===== src/rtl/rxq_pkg.sv =====
`timescale 1ns/1ps
package rxq_pkg;

    // Kind of write the control logic issues to the storage this cycle
    typedef enum logic [1:0] {
        WOP_NONE    = 2'd0,
        WOP_APPEND  = 2'd1,
        WOP_REPLACE = 2'd2
    } wop_e;

    // Index width for a ring of the given depth (at least one bit)
    function automatic int idx_width(input int depth);
        return (depth > 1) ? $clog2(depth) : 1;
    endfunction

    // Position 'off' slots after 'base' in a ring of 'depth' slots
    function automatic logic [31:0] ring_idx(input logic [31:0] base,
                                             input logic [31:0] off,
                                             input logic [31:0] depth);
        return (base + off) % depth;
    endfunction

endpackage


===== src/rtl/rxq_src.sv =====
`timescale 1ns/1ps
module rxq_src #(
    parameter int DW = 8
) (
    input  logic          clk,
    input  logic          rst,
    input  logic          rx_en,
    input  logic          rx_full,
    input  logic          in_valid,
    input  logic [DW-1:0] in_data,
    input  logic          brk_det,
    input  logic          brk_clr,
    output logic          in_ready,
    output logic          push_vld,
    output logic [DW-1:0] push_byte,
    output logic          brk_pend
);

    // A break owns the write slot of its cycle, so the line byte waits
    assign in_ready  = rx_en && !rx_full && !brk_det;
    assign push_vld  = brk_det || (in_valid && in_ready);
    assign push_byte = brk_det ? '0 : in_data;

    // Sticky break-change flag: set has priority over clear
    always_ff @(posedge clk) begin
        if (rst) begin
            brk_pend <= 1'b0;
        end else if (brk_det) begin
            brk_pend <= 1'b1;
        end else if (brk_clr) begin
            brk_pend <= 1'b0;
        end
    end

endmodule


===== src/rtl/rxq_ctrl.sv =====
`timescale 1ns/1ps
module rxq_ctrl
    import rxq_pkg::*;
#(
    parameter int DEPTH = 4,
    parameter int IW    = 2,
    parameter int CW    = 3
) (
    input  logic          clk,
    input  logic          rst,
    input  logic          flush,
    input  logic          rd_req,
    input  logic          push_vld,
    output logic [IW-1:0] head,
    output logic [CW-1:0] count,
    output wop_e          wop,
    output logic [IW-1:0] widx
);

    logic          pop;
    logic [CW-1:0] cnt_mid;
    logic [CW-1:0] cnt_nxt;
    logic [IW-1:0] head_nxt;

    always_comb begin
        pop      = rd_req && (count != '0);
        cnt_mid  = count - CW'(pop);
        cnt_nxt  = cnt_mid;
        head_nxt = pop ? IW'(ring_idx(32'(head), 32'd1, 32'(DEPTH))) : head;
        wop      = WOP_NONE;
        widx     = '0;
        if (flush) begin
            cnt_nxt  = '0;
            head_nxt = '0;
        end else if (push_vld) begin
            if (cnt_mid == CW'(DEPTH)) begin
                // Still full after the pop stage: overwrite the newest slot
                wop  = WOP_REPLACE;
                widx = IW'(ring_idx(32'(head), 32'(DEPTH - 1), 32'(DEPTH)));
            end else begin
                // Tail slot, correct whether or not a pop happened
                wop     = WOP_APPEND;
                widx    = IW'(ring_idx(32'(head), 32'(count), 32'(DEPTH)));
                cnt_nxt = cnt_mid + CW'(1);
            end
        end
    end

    always_ff @(posedge clk) begin
        if (rst) begin
            head  <= '0;
            count <= '0;
        end else begin
            head  <= head_nxt;
            count <= cnt_nxt;
        end
    end

endmodule


===== src/rtl/rxq_store.sv =====
`timescale 1ns/1ps
module rxq_store #(
    parameter int DEPTH = 4,
    parameter int DW    = 8,
    parameter int IW    = 2
) (
    input  logic          clk,
    input  logic          we,
    input  logic [IW-1:0] widx,
    input  logic [DW-1:0] wdata,
    input  logic [IW-1:0] ridx,
    output logic [DW-1:0] rdata
);

    logic [DW-1:0] slot [DEPTH];

    for (genvar i = 0; i < DEPTH; i++) begin : g_slot
        always_ff @(posedge clk) begin
            if (we && (widx == IW'(i))) begin
                slot[i] <= wdata;
            end
        end
    end

    assign rdata = slot[ridx];

endmodule


===== src/rtl/rxq_hold.sv =====
`timescale 1ns/1ps
module rxq_hold
    import rxq_pkg::*;
#(
    parameter int DEPTH = 4,
    parameter int DW    = 8
) (
    input  logic          clk,
    input  logic          rst,
    input  logic          rx_en,
    input  logic          flush,
    input  logic          in_valid,
    input  logic [DW-1:0] in_data,
    output logic          in_ready,
    input  logic          brk_det,
    input  logic          brk_clr,
    input  logic          rd_req,
    output logic [DW-1:0] rd_data,
    output logic          rx_rdy,
    output logic          rx_full,
    output logic          brk_pend
);

    localparam int IW = idx_width(DEPTH);
    localparam int CW = $clog2(DEPTH + 1);

    logic          push_vld;
    logic [DW-1:0] push_byte;
    logic [IW-1:0] head;
    logic [CW-1:0] count;
    wop_e          wop;
    logic [IW-1:0] widx;
    logic [DW-1:0] raw_data;

    assign rx_rdy  = (count != '0);
    assign rx_full = (count == CW'(DEPTH));

    rxq_src #(.DW(DW)) u_src (
        .clk       (clk),
        .rst       (rst),
        .rx_en     (rx_en),
        .rx_full   (rx_full),
        .in_valid  (in_valid),
        .in_data   (in_data),
        .brk_det   (brk_det),
        .brk_clr   (brk_clr),
        .in_ready  (in_ready),
        .push_vld  (push_vld),
        .push_byte (push_byte),
        .brk_pend  (brk_pend)
    );

    rxq_ctrl #(.DEPTH(DEPTH), .IW(IW), .CW(CW)) u_ctrl (
        .clk      (clk),
        .rst      (rst),
        .flush    (flush),
        .rd_req   (rd_req),
        .push_vld (push_vld),
        .head     (head),
        .count    (count),
        .wop      (wop),
        .widx     (widx)
    );

    rxq_store #(.DEPTH(DEPTH), .DW(DW), .IW(IW)) u_store (
        .clk   (clk),
        .we    (wop != WOP_NONE),
        .widx  (widx),
        .wdata (push_byte),
        .ridx  (head),
        .rdata (raw_data)
    );

    // Empty queue reads as zero; slots themselves carry no reset
    assign rd_data = rx_rdy ? raw_data : '0;

endmodule


===== config.mk =====
export PLATFORM = sky130hd
export DESIGN_NAME = rxq_hold
export DESIGN_NICKNAME = d
export VERILOG_FILES = /design/src/rtl/rxq_pkg.sv /design/src/rtl/rxq_src.sv /design/src/rtl/rxq_ctrl.sv /design/src/rtl/rxq_store.sv /design/src/rtl/rxq_hold.sv
export SDC_FILE = /design/constraint.sdc
export NUM_CORES = 1
export LEC_CHECK = 0
export ABC_AREA = 0
export CAP_MARGIN = 20
export CORE_AREA = 2 2 81 83
export DETAILED_ROUTE_END_ITERATION = 7
export DIE_AREA = 0 0 83 85
export HOLD_SLACK_MARGIN = 0.15
export PLACE_DENSITY = 0.58
export SLEW_MARGIN = 25
export SYNTH_ARGS = -nofsm -noshare
export SYNTH_HDL_FRONTEND = slang
export SYNTH_SLANG_ARGS = --single-unit

===== constraint.sdc =====
create_clock -name clk -period 3.4 [get_ports clk]
set_clock_uncertainty 0.2 [all_clocks]
set_input_delay 0.51 -clock clk [delete_from_list [all_inputs] [get_ports clk]]
set_output_delay 0.51 -clock clk [all_outputs]
set_load 0.02 [all_outputs]

# Word-level counts from Yosys, hierarchy flattened
# Memories as Yosys holds them, arrays and structs flattened. A register that Yosys moved wholly into a read port is not among the register bits.
# Index checks and enable logic that the tools add are counted.
totals:
  mem_bits_rw: 32
  wordCells: 64
  in_bits: 16
  mem_count: 1
  register_bits: 6
mem_list:
  columns: ["name", "words", "width", "rd", "rd_clocked_by_memory_dff", "write_ports", "line", "text"]
  rows:
  - ["u_store.slot", 4, 8, 1, 1, 1, "rxq_store.sv:15", "logic [DW-1:0] slot [DEPTH];"]
classes:
  reduce_logical: 19
  n_eq_ne: 5
  add_sub_neg: 5
  mux: 31
op_table:
  columns: ["op", "n"]
  rows:
  - ["$mux 8", 5]
  - ["$reduce_or 8->1", 3]
  - ["$mux 2", 11]
  - ["$mux 1", 13]
  - ["$logic_and 1x1->1", 8]
  - ["$eq 3x3->1 const B", 2]
  - ["$mux 3", 2]
  - ["$eq 2x2->1 const B", 2]
  - ["$reduce_bool 2->1", 2]
  - ["$add 3x1->3 const B", 1]
  - ["$reduce_bool 3->1", 1]
  - ["$sub 3x1->3", 1]
  - ["$add 2x1->2 const B", 1]
  - ["$add 2x2->2", 1]
  - ["$add 2x2->2 const B", 1]
  - ["$eq 2x1->1 const B", 1]
  - ["$logic_not 1->1", 2]
  - ["$logic_not 2->1", 1]
  - ["$reduce_or 2->1", 1]
  - ["$logic_or 1x1->1", 1]

# Logic depth before layout (Yosys ltp)
depth:
  ltp_word: 16
  ltp_mapped: 12

# Hierarchy
# A second synthesis with hierarchy kept.
unflattened:
  cells_unflattened: 120
  hier_area_um2: 1810.5
by_module_without_submodules:
  columns: ["module", "instances", "seq_area_each_um2", "area_per_inst_um2", "cells_each"]
  rows:
  - ["rxq_store", 1, 960.9, 1188.6, 46]
  - ["rxq_ctrl", 1, 100.1, 379.1, 45]
  - ["rxq_src", 1, 20.0, 123.9, 15]
  - ["rxq_hold", 1, 0.0, 118.9, 14]

# Least setup slack after synthesis
# Ideal clock, no wire load.
synth_path:
  path_kind: "register -> register"
  from: "register u_ctrl.count[1]"
  to: "memory u_store.slot[0][0], enable pin"
  setup_time_ns: 0.383
  t_arrival_ns: 3.118
  n_path_buf: 1
  stages_incl_launch_ff: 12
  path_slack_ns: -0.301
  cell_sequence: "dfxtp_1 clkbuf_1 o31ai_1 inv_1 ha_1 ha_1 xor2_1 nand2_1 nand2_1 ha_1 or4_1 nor3_1"
synth_via:
  elab_cells_between_ends: 43
synth_lines:
  columns: ["item", "line", "text"]
  rows:
  - ["from (decl)", "rxq_ctrl.sv:15", "output logic [CW-1:0] count,"]
  - ["from (signal assigned)", "rxq_ctrl.sv:55", "count <= cnt_nxt;"]
  - ["$reduce_bool 3->1 (*)", "rxq_ctrl.sv:26", "pop = rd_req && (count != '0);"]
  - ["$logic_and 1x1->1 (*)", "rxq_ctrl.sv:26", null]
  - ["via u_ctrl.pop", "rxq_ctrl.sv:20", "logic pop;"]
  - ["$sub 3x1->3 (*)", "rxq_ctrl.sv:27", "cnt_mid = count - CW'(pop);"]
  - ["$eq 3x3->1 (*)", "rxq_ctrl.sv:36", "if (cnt_mid == CW'(DEPTH)) begin"]
  - ["$mux 2", "rxq_ctrl.sv:36", null]
  - ["$mux 2", "rxq_ctrl.sv:35", "end else if (push_vld) begin"]
  - ["$mux 2", "rxq_ctrl.sv:32", "if (flush) begin"]
  - ["$eq 2x1->1 / $reduce_bool 2->1 (equally long branches)", "rxq_store.sv:19, rxq_hold.sv:67", null]
  - ["$logic_and 1x1->1", "rxq_store.sv:19", "if (we && (widx == IW'(i))) begin"]
  - ["$mux 1", "rxq_store.sv:19", null]
  - ["$mux 1 (implied by the code)", "rxq_store.sv:20", "slot[i] <= wdata;"]
  - ["$reduce_or 8->1 (no line)", null, null]
  - ["$mux 2 (no line) / $mux 1 (equally long branches) (3 in a row)", null, null]
  - ["to (decl)", "rxq_store.sv:15", null]
# The timed path passes the listed nets; every way through them passes the cells marked *.

# Final worst setup path
layout_path:
  from: "register u_ctrl.count[2]"
  to: "memory u_store.slot[0][5], enable pin"
# The elaborated chain is that of the path after synthesis.

==> key figures <==
Route
  • Via density: 4.73
  • Wire length per cell: 15.0 µm
  • Post-route DRC: 0
  • DR iter-0 viols: 65
  • Final WL: 3700 µm
  • Total number of vias: 1163
  • TritonRoute pass-1 iters: 4
  • Routed Antenna Nets: 0

Worst setup path
  • Worst path slowest cell: or4_4
  • Critical path peak fanout: 4
  • Crit path DAT: 3010 ps
  • Critical Path RT: 3200 ps
  • CP peak stage delay: 560 ps
  • Crit-path most repeated cell: ha_1
  • Type of origin of the critical path: flip-flop
  • Crit. End Element: flip-flop
  • Cell Chain, Critical Path: o31ai_2 > inv_1 > ha_1 > ha_1 > ha_1 > nand2_1 > nand2_1 > ha_1 > or4_4 > nor3_4 > buf_6
  • Crit Path Category: reg -> reg

Place
  • Placed cells: 238
  • DP HPWL: 2760 µm
  • PortBufs: 27
  • Placer congestion estimate: 0.824

Pwr
  • Power Dens Cells: 537 nW/µm²
  • Leakage: 0.884 nW
  • Overall power: 1.31 mW
  • Worst vdd ir: 244 µV

Clock network
  • CTS Root Cell: clkbuf_8
  • CTS tree: yes
  • Clock Path Buffers: 2
  • CTS sink cnt: 40
  • H-tree depth: 2
  • TritonCTS buffer count: 5
  • Clk slew on worst S/H paths: 70 ps
  • Clk Latency, worst-skew pair: 280 ps

Floorplanning
  • # rows: 29
  • Die X: 83 µm
  • Ports: 28
  • Starting density of the core: 29.0%
  • Die H: 85 µm
  • Die area: 7060 µm²
  • Core Area: 6200 µm²

Yosys
  • Top cell type's share of synthesized area: 53.4%
  • Post-Synthesis Net Count: 143
  • Area contributors post-synth: edfxtp_1, mux4_2, dfxtp_1, nor2b_1, ha_1
  • Post-synthesis sequential area ratio: 62.3%
  • Syn Area/Cell: 14.8 µm²
  • Synth Register Bits: 40
  • Post-synth EDFFs: 32
  • Synth Instances: 122
  • Main synth FF type: edfxtp_1
  • Async SR Flop Fraction: 0%
  • Synth cell types: 34
  • Synthesized cell area: 1800 µm²
  • Largest area contributor in the synthesized netlist: edfxtp_1
  • Synth warnings: 0

STA
  • Worst-margin pin slew: 670 ps
  • Final Max Slew Viols: 0
  • RSZ-0062 raised after global routing: no
  • Clock period minus worst slack: 3200 ps
  • Fin crit share: 94.2%
  • F_max: 0.312 GHz
  • Finish-stage setup viols: 0
  • Final Hold Fails: 0
  • Worst rel slew slack: 54.7%

GRT
  • First-pass GRT wire length: 6210 µm
  • Antenna violations before repair: 0
  • Global-route usage over all layers: 11.2%
  • Busiest grt layer: met2
  • Vias in the first global route: 1247
  • GR Layer Usage met1: 14.6%
  • Met3 GRT Util: 2.63%
  • Pin count of the biggest net entering global routing: 13
  • Met2 Use GR: 18.8%
  • Grt ovf: 0

Final layout
  • Area delta synth->final: 35.1%
  • Post-Layout Cell Count: 246
  • Ant diodes: 0
  • Layout Nets: 189
  • Most common cell after layout, fill and taps aside: edfxtp_1
  • Final core occ: 39.2%
  • Fraction of layout cells with a size suffix above 1: 24.9%
  • Most frequent cells in the layout: edfxtp_1, clkdlybuf4s50_1, nor2b_1

Run status
  • Status: finished clean

Min path
  • Worst Hold Class: reg -> reg

Run
  • Max cap viols: 0
==> power breakdown <==
group / internal, mW / switching (mW)
clock network: 0.218 / 0.151
logic: 0.177 / 0.172
registers: 0.574 / 0.0158
==> metal layers <==
layer,vias to the layer above,routed length (µm)
li1,562,-
met1,559,1760
met2,40,1790
met3,2,156
met4,0,4
met5,-,0
==> state kept, by name (all words and copies together) (netlist names), named ones only <==
| register | flops |
|---|---|
| u_ctrl.head | 2 |
| u_ctrl.count | 3 |
| u_store.slot | 32 |
| u_src.brk_pend | 1 |
==> stage by stage <==
| step | setup WS, ps | setup TNS, ps | hold slack [ps] | cell area (µm²) |
|---|---|---|---|---|
| global route | 49.7 | 0 | 377 | 2430 |
| CTS | 42.4 | 0 | 315 | 2410 |
| global placement | -198 | -4370 | 277 | 2300 |
| detailed placement | -269 | -6950 | 291 | 2300 |
| finish | 196 | 0 | 310 | 2430 |
| floorplan | 15.0 | 0 | 350 | 1830 |
==> worst max-delay path, delay by kind of cell, from the launching register on <==
family,cells,cell delay (ps)
buffers and inverters,2,210
DFF,1,320
and+or+nand+nor,4,910
AOI/OAI and AO/OA,1,270
adders and majority gates,4,1000
==> cell usage after synthesis, types with 2 or more instances <==
master,count
xor2_1,3
nand2_1,4
inv_1,8
mux4_2,8
a211oi_1,2
clkbuf_1,3
nor3_1,6
nor2b_1,16
dfxtp_1,8
nor2_1,2
edfxtp_1,32
ha_1,5
a21oi_1,4
==> cells by family after synthesis <==
logic type,count (synthesis),synth area share [%]
AO/OA/AOI/OAI,16,6.74
adder cells (fa/ha/maj),5,3.47
AND/OR/NAND/NOR,36,12.4
buffers and inverters,12,2.57
flip-flops,40,62.3
multiplexers,9,10.6
XOR/XNOR,4,1.95
==> final cells by class <==
cell class / instances / area, µm²
well taps: 77 / 96.3
repair buffers: 43 / 400
multi-input cells: 70 / 677
fillers: 567 / 3770
flip-flops and latches: 40 / 1120
clock buffers: 6 / 72.6
clock inverters: 2 / 35.0
inverters: 8 / 30.0
==> what timing repair did <==
action	CTS	global route
hold buffers	0	0
buffers inserted	0	0
resized for setup	0	6
endpoints found under the setup margin	0	24
==> final timing paths <==
| check | startpoint | to | slack [ps] | cells after the start |
|---|---|---|---|---|
| worst max register to register | u_ctrl.count[2] | u_store.slot[0][5] | 200 | 11 |
| worst max-delay path | u_ctrl.count[2] | u_store.slot[0][5] | 200 | 11 |
| worst min register to register | u_src.brk_pend | u_src.brk_pend | 310 | 2 |
| worst min-delay path | u_src.brk_pend | u_src.brk_pend | 310 | 2 |
No activity file was read; power rests on OpenSTA's default activity.
